### config.mk
export PLATFORM = sky130hd
export DESIGN_NAME = nic_regport
export DESIGN_NICKNAME = d
export VERILOG_FILES = /design/src/rtl/nic_regport_pkg.sv /design/src/rtl/nic_regport_initstub.sv /design/src/rtl/nic_regport_ctrl.sv /design/src/rtl/nic_regport_regs.sv /design/src/rtl/nic_regport.sv
export SDC_FILE = /design/constraint.sdc
export NUM_CORES = 1
export LEC_CHECK = 0
export BUFFER_PORTS_ARGS = -buffer_cell sky130_fd_sc_hd__buf_2
export CAP_MARGIN = 20
export CORE_MARGIN = 3
export CORE_UTILIZATION = 50
export DETAILED_ROUTE_END_ITERATION = 8
export PLACE_DENSITY = 0.73
export SETUP_SLACK_MARGIN = 0.05
export SYNTH_ARGS = -nofsm -noshare
export SYNTH_HDL_FRONTEND = slang
export SYNTH_SLANG_ARGS = --single-unit
### constraint.sdc
create_clock -name clk -period 3.2 [get_ports clk]
set_clock_uncertainty 0.2 [all_clocks]
set_input_delay 0 -clock clk [delete_from_list [all_inputs] [get_ports clk]]
set_output_delay 0 -clock clk [all_outputs]
set_load 0.02 [all_outputs]
### src/rtl/nic_regport_pkg.sv
package nic_regport_pkg;

  localparam int WORD_W = 16;

  // byte offsets inside the host window
  localparam int OFF_CSR = 'h10;
  localparam int OFF_PTR = 'h12;
  localparam int OFF_RST = 'h14;
  localparam int OFF_BCR = 'h16;

  // register indices reached through the pointer
  localparam int IDX_CTL    = 0;
  localparam int IDX_IADRLO = 1;
  localparam int IDX_IADRHI = 2;
  localparam int IDX_IDLO   = 88;
  localparam int IDX_IDHI   = 89;
  localparam int IDX_STYLE  = 20;

  // command slice handed to the control: {done-clear, demand, stop, start, init}
  localparam int CMD_INIT = 0;
  localparam int CMD_STRT = 1;
  localparam int CMD_STOP = 2;
  localparam int CMD_TDMD = 3;
  localparam int CMD_IDON = 4;

  typedef enum logic [1:0] {
    RUN_STOPPED = 2'd0,
    RUN_INITING = 2'd1,
    RUN_INITED  = 2'd2,
    RUN_ACTIVE  = 2'd3
  } runState_e;

  typedef enum logic [1:0] {
    RD_NONE = 2'd0,
    RD_PTR  = 2'd1,
    RD_CSR  = 2'd2,
    RD_BCR  = 2'd3
  } rdKind_e;

  typedef struct packed {
    logic    ptrWr;
    logic    csrWr;
    logic    bcrWr;
    rdKind_e rdKind;
  } dpStrobe_t;

endpackage

### src/rtl/nic_regport_initstub.sv
module nic_regport_initstub #(
  parameter int INIT_CYCLES = 8
) (
  input  logic clk,
  input  logic rstN,
  input  logic start,
  input  logic abort,
  output logic done
);
  localparam int CNT_W = $clog2(INIT_CYCLES + 1);

  logic [CNT_W-1:0] remain;

  always_ff @(posedge clk or negedge rstN) begin
    if (!rstN) begin
      remain <= '0;
    end else if (abort) begin
      remain <= '0;
    end else if (start) begin
      remain <= CNT_W'(INIT_CYCLES);
    end else if (remain != '0) begin
      remain <= remain - 1'b1;
    end
  end

  assign done = (remain == CNT_W'(1));

endmodule

### src/rtl/nic_regport_ctrl.sv
module nic_regport_ctrl
  import nic_regport_pkg::*;
#(
  parameter int ADDR_W = 5,
  parameter int PTR_W  = 7
) (
  input  logic                clk,
  input  logic                rstN,
  input  logic                ioSel,
  input  logic                ioWrite,
  input  logic [ADDR_W-1:0]   ioAddr,
  input  logic [4:0]          cmdBits,
  input  logic [PTR_W-1:0]    ptr,
  input  logic                initDone,
  output dpStrobe_t           stb,
  output logic [WORD_W-1:0]   csr0,
  output logic                initStart,
  output logic                initAbort,
  output logic                macRun,
  output logic                txDemand
);
  runState_e state;
  logic      idon;

  logic accRd, accWr;
  logic hitCsr, hitPtr, hitRst, hitBcr;
  logic ctlWr, softRst;
  logic initCmd, strtCmd, stopCmd, tdmdCmd, idonClr;

  assign accRd  = ioSel && !ioWrite;
  assign accWr  = ioSel && ioWrite;
  assign hitCsr = (ioAddr == ADDR_W'(OFF_CSR));
  assign hitPtr = (ioAddr == ADDR_W'(OFF_PTR));
  assign hitRst = (ioAddr == ADDR_W'(OFF_RST));
  assign hitBcr = (ioAddr == ADDR_W'(OFF_BCR));

  assign ctlWr   = accWr && hitCsr && (ptr == PTR_W'(IDX_CTL));
  assign softRst = accRd && hitRst;

  assign initCmd = ctlWr && cmdBits[CMD_INIT];
  assign strtCmd = ctlWr && cmdBits[CMD_STRT];
  assign stopCmd = ctlWr && cmdBits[CMD_STOP];
  assign tdmdCmd = ctlWr && cmdBits[CMD_TDMD];
  assign idonClr = ctlWr && cmdBits[CMD_IDON];

  // strobes to the datapath
  always_comb begin
    stb.ptrWr = accWr && hitPtr;
    stb.csrWr = accWr && hitCsr;
    stb.bcrWr = accWr && hitBcr;
    if (!accRd)      stb.rdKind = RD_NONE;
    else if (hitPtr) stb.rdKind = RD_PTR;
    else if (hitCsr) stb.rdKind = RD_CSR;
    else if (hitBcr) stb.rdKind = RD_BCR;
    else             stb.rdKind = RD_NONE;
  end

  assign initStart = initCmd && !stopCmd && (state == RUN_STOPPED);
  assign initAbort = softRst || stopCmd;

  always_ff @(posedge clk or negedge rstN) begin
    if (!rstN) begin
      state    <= RUN_STOPPED;
      idon     <= 1'b0;
      txDemand <= 1'b0;
    end else begin
      txDemand <= tdmdCmd && !stopCmd && (state == RUN_ACTIVE);
      if (initAbort) begin
        state <= RUN_STOPPED;
        idon  <= 1'b0;
      end else begin
        unique case (state)
          RUN_STOPPED: if (initCmd) state <= RUN_INITING;
          RUN_INITING: if (initDone) state <= RUN_INITED;
          RUN_INITED:  if (strtCmd) state <= RUN_ACTIVE;
          default:     state <= state;
        endcase
        if (initDone && state == RUN_INITING) idon <= 1'b1;
        else if (idonClr)                     idon <= 1'b0;
      end
    end
  end

  always_comb begin
    csr0    = '0;
    csr0[0] = (state == RUN_INITING) || (state == RUN_INITED);
    csr0[1] = (state == RUN_ACTIVE);
    csr0[2] = (state == RUN_STOPPED);
    csr0[8] = idon;
  end

  assign macRun = (state == RUN_ACTIVE);


  soft_reset_stops_chk: assert property (@(posedge clk) disable iff (!rstN)
    softRst |=> (state == RUN_STOPPED) && !idon);


  idon_source_chk: assert property (@(posedge clk) disable iff (!rstN)
    $rose(idon) |-> $past(state) == RUN_INITING);


  tx_pulse_running_chk: assert property (@(posedge clk) disable iff (!rstN)
    txDemand |-> $past(state) == RUN_ACTIVE);


  run_after_init_chk: assert property (@(posedge clk) disable iff (!rstN)
    $rose(macRun) |-> $past(state) == RUN_INITED);


  done_only_initing_chk: assert property (@(posedge clk) disable iff (!rstN)
    initDone |-> state == RUN_INITING);

endmodule

### src/rtl/nic_regport_regs.sv
module nic_regport_regs
  import nic_regport_pkg::*;
#(
  parameter int          PTR_W     = 7,
  parameter logic [15:0] PART_CODE = 16'h2621
) (
  input  logic              clk,
  input  logic              rstN,
  input  dpStrobe_t         stb,
  input  logic [WORD_W-1:0] ioWdata,
  input  logic [WORD_W-1:0] csr0,
  output logic [PTR_W-1:0]  ptr,
  output logic [WORD_W-1:0] ioRdata,
  output logic [31:0]       initAddr,
  output logic              wideDesc
);
  localparam logic [31:0] ID_WORD = {4'h0, PART_CODE, 12'h003};
  localparam logic [WORD_W-1:0] ID_LO = ID_WORD[15:0];
  localparam logic [WORD_W-1:0] ID_HI = ID_WORD[31:16];

  logic [WORD_W-1:0] adrLo, adrHi, style;
  logic [WORD_W-1:0] csrView, bcrView;

  always_ff @(posedge clk or negedge rstN) begin
    if (!rstN) begin
      ptr   <= '0;
      adrLo <= '0;
      adrHi <= '0;
      style <= '0;
    end else begin
      if (stb.ptrWr) ptr <= ioWdata[PTR_W-1:0];
      if (stb.csrWr && ptr == PTR_W'(IDX_IADRLO)) adrLo <= ioWdata;
      if (stb.csrWr && ptr == PTR_W'(IDX_IADRHI)) adrHi <= ioWdata;
      if (stb.bcrWr && ptr == PTR_W'(IDX_STYLE))  style <= ioWdata;
    end
  end

  always_comb begin
    case (ptr)
      PTR_W'(IDX_CTL):    csrView = csr0;
      PTR_W'(IDX_IADRLO): csrView = adrLo;
      PTR_W'(IDX_IADRHI): csrView = adrHi;
      PTR_W'(IDX_IDLO):   csrView = ID_LO;
      PTR_W'(IDX_IDHI):   csrView = ID_HI;
      default:            csrView = '0;
    endcase
    bcrView = (ptr == PTR_W'(IDX_STYLE)) ? style : '0;
    case (stb.rdKind)
      RD_PTR:  ioRdata = WORD_W'(ptr);
      RD_CSR:  ioRdata = csrView;
      RD_BCR:  ioRdata = bcrView;
      default: ioRdata = '0;
    endcase
  end

  assign initAddr = {adrHi, adrLo};
  assign wideDesc = (style[7:0] == 8'd2);


  ptr_hold_chk: assert property (@(posedge clk) disable iff (!rstN)
    !stb.ptrWr |=> $stable(ptr));


  init_addr_hold_chk: assert property (@(posedge clk) disable iff (!rstN)
    !stb.csrWr |=> $stable(initAddr));


  style_hold_chk: assert property (@(posedge clk) disable iff (!rstN)
    !stb.bcrWr |=> $stable(wideDesc));


  idle_read_zero_chk: assert property (@(posedge clk) disable iff (!rstN)
    stb.rdKind == RD_NONE |-> ioRdata == '0);

endmodule

### src/rtl/nic_regport.sv
module nic_regport
  import nic_regport_pkg::*;
#(
  parameter int          ADDR_W      = 5,
  parameter int          PTR_W       = 7,
  parameter logic [15:0] PART_CODE   = 16'h2621,
  parameter int          INIT_CYCLES = 8
) (
  input  logic              clk,
  input  logic              rstN,
  input  logic              ioSel,
  input  logic              ioWrite,
  input  logic [ADDR_W-1:0] ioAddr,
  input  logic [15:0]       ioWdata,
  output logic [15:0]       ioRdata,
  output logic [31:0]       initAddr,
  output logic              wideDesc,
  output logic              macRun,
  output logic              txDemand
);
  dpStrobe_t         stb;
  logic [WORD_W-1:0] csr0;
  logic [PTR_W-1:0]  ptr;
  logic              initStart, initAbort, initDone;
  logic [4:0]        cmdBits;

  assign cmdBits = {ioWdata[8], ioWdata[3:0]};

  nic_regport_ctrl #(.ADDR_W(ADDR_W), .PTR_W(PTR_W)) u_ctrl (
    .clk(clk), .rstN(rstN), .ioSel(ioSel), .ioWrite(ioWrite), .ioAddr(ioAddr),
    .cmdBits(cmdBits), .ptr(ptr), .initDone(initDone), .stb(stb), .csr0(csr0),
    .initStart(initStart), .initAbort(initAbort), .macRun(macRun),
    .txDemand(txDemand)
  );

  nic_regport_regs #(.PTR_W(PTR_W), .PART_CODE(PART_CODE)) u_regs (
    .clk(clk), .rstN(rstN), .stb(stb), .ioWdata(ioWdata), .csr0(csr0),
    .ptr(ptr), .ioRdata(ioRdata), .initAddr(initAddr), .wideDesc(wideDesc)
  );

  nic_regport_initstub #(.INIT_CYCLES(INIT_CYCLES)) u_stub (
    .clk(clk), .rstN(rstN), .start(initStart), .abort(initAbort),
    .done(initDone)
  );

endmodule

* Yosys cells after proc, flatten, opt, wreduce, memory -nomap -nowiden *
Index checks and enable logic that the tools add are counted.

storage, ports and cells
  flip-flop bits (word level) = 63
  logic and storage cells = 78
  output and inout bits = 51
  bits of input ports = 25

cells by class
  muxes and demuxes = 18
  add/subtract/negate cells = 1
  reduce and logical (&&, ||, !) cells = 31
  equality and inequality tests = 20

operator list
  cell                                                    count
  one-hot mux 16 bit (5 select lines)                     1
  one-hot mux 16 bit (3 select lines)                     1
  == test 5 bit (second input constant)                   4
  logical AND 1 bit                                       20
  2-to-1 mux 16 bit                                       1
  2-to-1 mux 2 bit                                        8
  == test 7 bit (second input constant)                   2
  2-to-1 mux 4 bit                                        3
  == test 2 bit (second input constant)                   4
  == test 8 x 2 -> 1 bit (second input constant)          1
  nonzero test 4 bit                                      2
  == test 7 x 1 -> 1 bit (second input constant)          1
  == test 7 x 2 -> 1 bit (second input constant)          1
  == test 7 x 5 -> 1 bit (second input constant)          1
  logical NOT 7 bit                                       1
  inequality test 3 x 2 -> 1 bit (second input constant)  2
  one-hot mux 2 bit (3 select lines)                      1
  nonzero test 3 bit                                      2
  == test 2 x 1 -> 1 bit (second input constant)          2
  == test 4 x 1 -> 1 bit (second input constant)          1
  AND reduction 4 bit                                     1
  subtractor 4 x 1 -> 4 bit (second input constant)       1
  2-to-1 mux 1 bit                                        3
  inequality test 3 bit (second input constant)           1
  other kinds (3)                                         5

* Depth between registers and ports, before layout *
Gate-level depths: netlist (run 1).

  word-level depth = 9
  gate-level depth with buffers = 8
  mapped depth without buffers = 7

* Hierarchy *
A second synthesis (run 1) with hierarchy kept.

unflattened totals
  cell total of the unflattened synthesis = 326
  area, all modules = 3599.7 um2

modules (own cells, without submodules)
  module                cells each  area an instance (um2)  times used  seq. area each (um2)
  nic_regport_regs      239         2854.0                  1           1376.3
  nic_regport_ctrl      65          516.7                   1           100.1
  nic_regport_initstub  22          229.0                   1           100.1

* Worst setup path after synthesis (run 1) *
OpenSTA, ideal clock, no wires.

  path kind = reg-to-reg
  start point = register u_regs.ptr[6]
  end point = register u_regs.adrLo[10]
  library setup time = 0.125 ns
  path buffers = 1
  data arrival time = 1.962 ns
  period minus slack after synthesis = 2.287 ns
  required time = 2.875 ns
  stages on the path, launching flop included = 7
  setup slack = 0.913 ns
  cells stage by stage = dfrtp_1 -> or4_4 -> nor3_4 -> nand2_2 -> nor2_4 -> buf_12 -> mux2_4

between the ends
  longest elaborated chain between the ends = 2

ends and longest elaborated chain
  what                    line                    RTL
  start, declared         nic_regport_regs.sv:12  output logic [PTR_W-1:0] ptr,
  start signal, assigned  nic_regport_regs.sv:31  if (stb.ptrWr) ptr <= ioWdata[PTR_W-1:0];
  == test 7 x 1 -> 1 bit  nic_regport_regs.sv:32  if (stb.csrWr && ptr == PTR_W'(IDX_IADRLO)) adrLo <= ioWdata;
  logical AND 1 bit       nic_regport_regs.sv:32
  end signal, assigned    nic_regport_regs.sv:32
  end, declared           nic_regport_regs.sv:21  logic [WORD_W-1:0] adrLo, adrHi, style;

Every way passes these cells.
A chain may end at the register's enable or synchronous reset.

* Worst setup path after layout (run 1) *
  start point = register u_regs.ptr[5]
  end point = output ioRdata[1]

between the ends
  longest elaborated chain between the ends = 3
  elaborated cells between the ends (all ways) = 9
  classes of those cells = eq/ne (5); mux (3); reduce/logical (1)

ends and longest elaborated chain
  what                                                                             line                                            RTL
  == test 7 bit (tied with other cells)                                            nic_regport_regs.sv:39                          case (ptr)
  one-hot mux 16 bit (5 select lines) / 2-to-1 mux 16 bit (equally long branches)  nic_regport_regs.sv:39, nic_regport_regs.sv:47
  one-hot mux 16 bit (3 select lines) *                                            nic_regport_regs.sv:48                          case (stb.rdKind)
  end, declared                                                                    nic_regport.sv:15                               output logic [15:0] ioRdata,

Mark *: on every way between the ends. The rest lies on a longest branch, timed or not.

==> flow_summary.yaml, run 1 <==
run_status:
  status: "finished clean"
worst_setup_path:
  criticalPathCategory: "register to output port"
  cp_top_family: "simple AND/OR/NAND/NOR gates"
  arrival_ns: 2.59
  reg2reg_slack_ns: 0.67
  critPathLaunchType: "register"
  path_cells: "nor4b_1, and3_1, and4_1, buf_4, a22oi_1, o21ai_0, buf_2"
  r2r-end: "u_regs.adrLo[14]"
  crit_buf_inv: 2
  slowest_delay_ns: 0.50
  reg2reg_from: "u_regs.ptr[6]"
  path_max_fanout: 10
  slowest_stage: "dfrtp_1"
  r2r_cells: 6
  cp.required_ns: 3.00
  endpoint_kind: "output port"
sta:
  slew_headroom_pct: 39.5
  max_freq_mhz: 358
  fin_setup_tns_ns: 0
  slew_viol_final: 0
  timing.final.crit_period_ns: 2.79
  worst_pin_slew_ns: 0.907
  grt_setup_unrepaired: "no"
  finalSetupViolCount: 0
  post-route-period-util_pct: 87.3
  hold_violations: 0
global_routing:
  grt_pass1_vias: 2789
  track_usage_pct: 24.3
  grt-ovfl-total: 0
  antenna_found_initial: 0
  grt_pass1_wl_mm: 14.1
  grt_max_degree: 41
clocking:
  cts_resized: 0
  clock_sinks: 63
  cts_root_buffer: "clkbuf_8"
  clk_pin_slew_worst_paths_ns: 0.08
  clk_path_buf_depth: 2
  clk_latency_ns: 0.35
  cts_tree: "built"
  cts_made_buffers: 9
  cts_max_level: 3
yosys:
  synthesis.nets: 313
  netlist_instances: 280
  synth-seq-area-share_pct: 47.1
  synth-edff-count: 0
  synth_area_um2: 3350
  yosysWarnings: 0
  synth_area_per_cell_um2: 11.9
  synth_seq_cells: 63
  ys.flop_type: "dfrtp_1"
  ys_types: 48
  async_flop_share_pct: 100
run:
  max-cap-violations: 0
drt:
  drt_iter0_drc: 258
  via_count: 2746
  ant_nets: 0
  drc: 0
  drt-wirelength-per-cell_um: 18.3
  vias_per_cell: 5.84
  drt_pass1_iterations: 4
  wl_mm: 8.62
hold_path:
  min_to: "u_stub.remain[0]"
  min_from: "ioAddr[4]"
  min_delay_path_depth: 4
  hold_path.class: "input pin to register"
die:
  fp-row-count: 29
  dieArea_um2: 7710
  die_width_um: 87.8
  ios: 76
  die_h_um: 87.8
  initial_core_util_pct: 52.1
  core_area_um2: 6420
placed_design:
  io_buffers: 75
  dp.final_hpwl_mm: 5.91
  place_congestion: 0.882
  placed_cells: 431
pwr:
  vdd_ir_drop_max_uv: 256
  power.density_nw_per_um2: 523
  p_leak_nw: 2.27
final_layout:
  n_antenna_cell: 0
  stdcell_count: 470
  syn2layout_area_growth_pct: 28.3
  utilization_pct: 66.8
  final_common_cell: "buf_2"
  drive_gt1_share_pct: 42.0
  mostFrequentLayoutCells: "75 x buf_2, 63 x dfrtp_1, 46 x mux2_2, 23 x dlygate4sd3_1, 19 x nand2_1"
  nets: 421
[area by class of cell]
type | count | area (um^2)
inverters | 5 | 18.8
multi-input cells | 200 | 1680
fillers | 495 | 2130
clock inverters | 3 | 65.1
flip-flops and latches | 63 | 1580
clock buffers | 13 | 159
repair buffers | 109 | 701
well taps | 77 | 96.3
[registers in the layout (all words and copies together), names as in the netlist]
name,count
u_regs.adrHi,16
u_ctrl.idon,1
u_regs.style,16
u_ctrl.state,2
u_stub.remain,4
u_ctrl.txDemand,1
u_regs.ptr,7
u_regs.adrLo,16
[routing by layer]
| layer | share of wire, % | up-vias | global-route usage, % |
|---|---|---|---|
| li1 | - | 1260 | - |
| met1 | 45 | 1389 | 32.0 |
| met2 | 50 | 87 | 38.8 |
| met3 | 4.5 | 10 | 5.17 |
| met4 | 1.1 | 0 | 10.3 |
| met5 | 0 | - | 0 |
[per-stage QoR]
| step | worst slack (ns) | cell area (um^2) | power [mW] | hold slack [ns] |
|---|---|---|---|---|
| after CTS | 0.398 | 4290 | 2.26 | 0.00315 |
| final | 0.407 | 4290 | 2.24 | 0.0148 |
| after global placement | 0.727 | 3840 | 1.43 | -0.0185 |
| after global routing | 0.201 | 4290 | 2.38 | 0.0350 |
| after floorplan | 0.913 | 3350 | 1.29 | -0.496 |
| after detailed placement | 0.689 | 3840 | 1.44 | -0.0181 |
[synth_stat cells (all sizes together), types with 3 or more instances]
cell type / count / share of area [%]
a21o: 5 / 1.1
a21oi: 8 / 1.2
a22o: 15 / 3.9
a22oi: 9 / 2.0
and3: 5 / 0.93
buf: 7 / 1.6
clkbuf: 5 / 0.56
dfrtp: 63 / 47
ha: 8 / 3.0
inv: 5 / 0.56
mux2: 56 / 20
mux2i: 4 / 1.2
nand2: 20 / 2.3
nand2b: 4 / 0.75
nand3: 5 / 0.75
nand4: 4 / 1.1
nor2: 13 / 1.7
nor2b: 4 / 0.75
nor3: 4 / 0.93
nor4: 3 / 0.56
o21ai: 8 / 1.2
[power breakdown]
| part | total [mW] | internal, mW | leakage (nW) | switching, mW |
|---|---|---|---|---|
| Clock | 0.789 | 0.481 | 0.114 | 0.308 |
| Sequential | 0.927 | 0.860 | 0.859 | 0.0668 |
| Combinational | 0.528 | 0.233 | 1.30 | 0.295 |
| Total | 2.24 | 1.57 | 2.27 | 0.671 |
[cell families after synthesis]
logic type / synth area share, %
buffers and inverters: 2.77
and+or+nand+nor: 13.5
DFF: 47.1
xor gates and xnor gates: 0.262
AOI/OAI and AO/OA: 12.2
muxes: 21.2
adders and majority gates: 2.99
[worst max-delay path by stage]
stage,cells after the start,end,slack [ns],start
2_1_floorplan,6,u_regs.adrLo[10],0.91,u_regs.ptr[6]
4_1_cts,7,ioRdata[1],0.40,u_regs.ptr[5]
6_report,7,ioRdata[1],0.41,u_regs.ptr[5]
3_5_place_dp,6,u_regs.adrLo[14],0.69,u_regs.ptr[6]
3_3_place_gp,6,u_regs.adrLo[14],0.73,u_regs.ptr[6]
5_1_grt,7,ioRdata[1],0.20,u_regs.ptr[5]
[tightest hold or removal path: stages]
cell and delay [ns]:
buf_2 0.10, nor4b_4 0.15, nor2b_1 0.16, nor2_1 0.11
[repair_timing]
| item | CTS | global route |
|---|---|---|
| hold buffers | 23 | 0 |
| setup buffers | 0 | 0 |
| hold endpoints to repair | 99 | 0 |
(Power assumes the default switching activity.)
==> run 2: changes to the inputs <==
==> constraint.sdc (replaced) <==
create_clock -name clk -period 3.36 [get_ports clk]
set_clock_uncertainty 0.2 [all_clocks]
set_input_delay 0 -clock clk [delete_from_list [all_inputs] [get_ports clk]]
set_output_delay 0 -clock clk [all_outputs]
set_load 0.01 [all_outputs]
==> flow_summary.yaml, run 2 (synthesis results as in run 1) <==
run_status:
  status: "finished with violations"
  violations: "hold timing"
pwr:
  intPower_mw: 1.44
  net-switching-power_mw: 0.621
  seqPwrFrac_pct: 42.7
  sw_frac_of_total_pct: 30.1
  pwr-share-comb_pct: 23.7
  p_total_mw: 2.06
  p_clk_share_pct: 33.6
  p_leak_nw: 2.23
  vdd_ir_drop_max_uv: 239
  power.density_nw_per_um2: 490
worst_setup_path:
  critPathLaunchType: "register"
  slowest_stage: "and4_1"
  endpoint_kind: "output port"
  criticalPathCategory: "register to output port"
  crit_top_cell: "nand2_1"
  crit_cells: 7
  reg2reg_slack_ns: 0.71
  slowest_delay_ns: 0.52
  path_max_fanout: 10
  path_cells: "nor4b_1, and3_1, and4_1, buf_4, nand2_1, nand2_1, buf_2"
  cp.required_ns: 3.16
  cp_top_family: "simple AND/OR/NAND/NOR gates"
  r2r_cells: 5
  crit_buf_inv: 2
  arrival_ns: 2.54
sta:
  slew_viol_final: 0
  max_freq_mhz: 364
  hold_violations: 7
  grt_setup_unrepaired: "no"
  hold_slack_ns: -0.00930
  fin_setup_tns_ns: 0
  post-route-period-util_pct: 81.7
  setup_ws_ns: 0.616
  timing.final.crit_period_ns: 2.74
  worst_pin_slew_ns: 0.698
  slew_headroom_pct: 53.3
  finalSetupViolCount: 0
hold_path:
  hold_path.class: "input pin to asynchronous set/reset pin"
final_layout:
  mostFrequentLayoutCells: "75 x buf_2, 63 x dfrtp_1, 46 x mux2_2, 21 x dlygate4sd3_1, 19 x nand2_1"
  nets: 415
  final_common_cell: "buf_2"
  stdcell_count: 464
  n_antenna_cell: 0
  syn2layout_area_growth_pct: 26.0
  drive_gt1_share_pct: 41.6
  final_area_um2: 4220
  reg_top3: "u_regs.adrHi: 16 flops, u_regs.adrLo: 16 flops, u_regs.style: 16 flops"
clocking:
  cts_tree: "built"
  post_cts_buffers: 0
  cts_root_buffer: "clkbuf_8"
  cts_made_buffers: 9
  clk_latency_ns: 0.34
  cts_max_level: 3
  clk_path_buf_depth: 2
  clock_sinks: 63
  clk_pin_slew_worst_paths_ns: 0.07
placed_design:
  placed_cells: 427
  place_congestion: 0.853
  dp.final_hpwl_mm: 5.77
  dpl_cell_area_um2: 3800
  pre_cts_slack_ns: 0.695
  io_buffers: 75
drt:
  ant_nets: 0
  drt_pass1_iterations: 4
  wl_mm: 8.27
  via_count: 2683
  drt-wirelength-per-cell_um: 17.8
  wl_met1_mm: 3.69
  vias_per_cell: 5.78
  drt_iter0_drc: 207
  wl_met3_um: 442
  drc: 0
  wl_met2_mm: 3.99
  top_layer_used: "met4"
global_routing:
  antenna_found_initial: 0
  grt_max_degree: 39
  grt_pass1_vias: 2614
  grt_pass1_wl_mm: 13.1
  track_usage_pct: 22.8
  grt-ovfl-total: 0
die:
  dieArea_um2: 7710
  initial_core_util_pct: 52.1
  die_width_um: 87.8
  fp-row-count: 29
  core_area_um2: 6420
  ios: 76
  die_h_um: 87.8
run:
  max-cap-violations: 0
-- run 2: changes by cell type in the layout (fill, tap and decap cells not counted), sizes merged --
| cell | previous run | this run |
|---|---|---|
| buf | 86 | 82 |
| bufinv | 2 | 1 |
| clkbuf | 13 | 14 |
| dlygate4sd3 | 23 | 21 |
| clkinv | 1 | 0 |
| clkinvlp | 0 | 1 |
-- run 2: routing by layer --
layer  up-vias  global-route usage (%)
li1       1261                       -
met1      1331                    30.0
met2        76                    36.8
met3        15                    5.17
met4         0                    8.65
met5         -                       0
-- run 2: final timing paths --
| kind | to | from |
|---|---|---|
| setup / recovery | ioRdata[2] | u_regs.ptr[5] |
| hold / removal | u_regs.adrLo[6] | rstN |
| setup reg to reg | u_regs.adrLo[13] | u_regs.ptr[6] |
| hold reg to reg | u_regs.style[15] | u_regs.style[15] |
| max in group asynchronous | u_regs.style[13] | rstN |
| min in group clk | u_stub.remain[0] | ioSel |
-- run 2: final cells by class --
| class | instances | area [um^2] |
|---|---|---|
| tap | 77 | 96.3 |
| multi-input combinational | 200 | 1680 |
| clock buffer | 14 | 173 |
| timing repair buffer | 103 | 638 |
| inverter | 5 | 18.8 |
| clock inverter | 2 | 37.5 |
| sequential | 63 | 1580 |
| fill | 509 | 2210 |
-- run 2: power by group through the flow --
stage | Combinational [mW] | Clock, mW | Sequential [mW]
2_1_floorplan | 0.337 | 0 | 0.879
3_3_place_gp | 0.455 | 0 | 0.892
3_5_place_dp | 0.473 | 0 | 0.894
4_1_cts | 0.494 | 0.713 | 0.880
5_1_grt | 0.545 | 0.745 | 0.892
6_report | 0.489 | 0.694 | 0.881
-- run 2: per-stage QoR --
stage	util [%]	hold WS, ns
finish	65.7	-0.00930
global route	65.7	0.0393
CTS	65.7	0.00133
detailed placement	59.1	-0.160
global placement	59.1	-0.161
floorplan	-	-0.496
-- run 2: timing repair --
| item | 4_1_cts | 5_1_grt |
|---|---|---|
| resized for setup | 0 | 0 |
| hold endpoints to repair | 87 | 0 |
| hold buffers | 21 | 0 |
==> run 3: changes to the inputs <==
Clock period 3.36 ns to 2.6 ns, I/O delays scaled along.
==> flow_summary.yaml, run 3 (synthesis results as in run 1) <==
sta:
  hold_violations: 0
  hold_slack_ns: 0.0236
  finalSetupViolCount: 0
  grt_setup_unrepaired: "yes"
  worst_pin_slew_ns: 0.893
  timing.final.crit_period_ns: 2.50
  fin_setup_tns_ns: 0
  max_freq_mhz: 400
  slew_viol_final: 0
  post-route-period-util_pct: 96.0
  slew_headroom_pct: 40.2
die:
  die_h_um: 87.8
  ios: 76
  fp-row-count: 29
  die_width_um: 87.8
  core_area_um2: 6420
  dieArea_um2: 7710
  initial_core_util_pct: 52.1
clocking:
  clk_pin_slew_worst_paths_ns: 0.08
  cts_tree: "built"
  clk_path_buf_depth: 2
  cts_made_buffers: 9
  clock_sinks: 63
  cts_max_level: 3
  cts_root_buffer: "clkbuf_8"
  clk_latency_ns: 0.34
drt:
  drt_iter0_drc: 216
  drc: 0
  drt_pass1_iterations: 5
  drt-wirelength-per-cell_um: 18.7
  vias_per_cell: 5.95
  via_count: 2864
  ant_nets: 0
  wl_mm: 9.01
pwr:
  p_total_mw: 2.79
  intPower_mw: 1.92
  sw_frac_of_total_pct: 31.2
  p_clk_share_pct: 34.3
  vdd_ir_drop_max_uv: 459
  net-switching-power_mw: 0.872
  power.density_nw_per_um2: 637
  p_leak_nw: 2.32
  pwr-share-comb_pct: 25.1
  seqPwrFrac_pct: 40.6
worst_setup_path:
  reg2reg_slack_ns: 0.16
  path_max_fanout: 6
  cp.required_ns: 2.40
  endpoint_kind: "output port"
  critPathLaunchType: "register"
  criticalPathCategory: "register to output port"
  arrival_ns: 2.30
final_layout:
  drive_gt1_share_pct: 46.3
  reg_top3: "u_regs.adrHi: 16 flops, u_regs.adrLo: 16 flops, u_regs.style: 16 flops"
  mostFrequentLayoutCells: "75 x buf_2, 60 x dfrtp_1, 46 x mux2_2, 24 x buf_4, 21 x dlygate4sd3_1"
  final_common_cell: "buf_2"
  syn2layout_area_growth_pct: 31.1
  n_antenna_cell: 0
  nets: 432
global_routing:
  antenna_found_initial: 0
  grt-ovfl-total: 0
  track_usage_pct: 24.4
  grt_pass1_wl_mm: 14.2
  grt_max_degree: 25
  grt_pass1_vias: 2740
run_status:
  status: "finished clean"
hold_path:
  hold_path.class: "input pin to asynchronous set/reset pin"
run:
  max-cap-violations: 0
placed_design:
  place_congestion: 0.907
  io_buffers: 75
  dp.final_hpwl_mm: 6.16
run 3: area by class of cell:
class	count	area [um^2]
fill	472	2040
multi-input combinational	200	1700
sequential	63	1580
timing repair buffer	120	766
clock buffer	10	128
tap	77	96.3
clock inverter	6	95.1
inverter	5	18.8
run 3: critical path, stage by stage (launching register included):
cell,delay (ns)
dfrtp_2,0.43
or4_4,0.58
a211oi_4,0.20
o211ai_1,0.25
a31oi_1,0.22
a221o_1,0.15
buf_2,0.13
run 3: path summary, 6_finish.rpt:
check	from	to	depth (start not counted)
worst max-delay path	u_regs.ptr[6]	ioRdata[0]	6
worst min-delay path	rstN	u_regs.adrHi[10]	3
worst max register to register	u_regs.ptr[6]	u_ctrl.txDemand	6
worst min register to register	u_regs.style[12]	u_regs.style[12]	1
max in group asynchronous	rstN	u_stub.remain[1]	3
min in group clk	ioWrite	u_stub.remain[2]	5
run 3: stage by stage:
step | cells | utilization [%] | setup slack [ns] | instance area [um^2]
3_5_place_dp | 437 | 60.3 | 0.263 | 3870
4_1_cts | 474 | 67.2 | 0.0716 | 4320
5_1_grt | 481 | 68.3 | 0.0156 | 4390
3_3_place_gp | 437 | 60.3 | 0.295 | 3870
2_1_floorplan | 280 | - | 0.313 | 3350
6_report | 481 | 68.3 | 0.103 | 4390
run 3: metal layers:
metal / vias to the layer above / routed length, um / share of wire (%) / global-route usage (%)
met3: 31 / 704 / 7.8 / 4.33
met4: 0 / 254 / 2.8 / 10.0
met2: 142 / 4260 / 47 / 37.7
met5: - / 0 / 0 / 0
li1: 1282 / - / - / -
met1: 1409 / 3800 / 42 / 34.0
run 3: power by group through the flow:
stage          Sequential (mW)  Combinational, mW  Clock [mW]
2_1_floorplan             1.14              0.435           0
3_3_place_gp              1.15              0.615           0
3_5_place_dp              1.15              0.631           0
4_1_cts                   1.13              0.663       0.969
5_1_grt                   1.14              0.781        1.01
6_report                  1.13              0.702       0.958
run 3: timing repair:
action / 4_1_cts / 5_1_grt
hold buffers: 21 / 0
resized for setup: 4 / 5
setup buffers: 0 / 7
endpoints found under the setup margin: 14 / 17
endpoints found under the hold margin: 124 / 0
pin swaps: 1 / 3
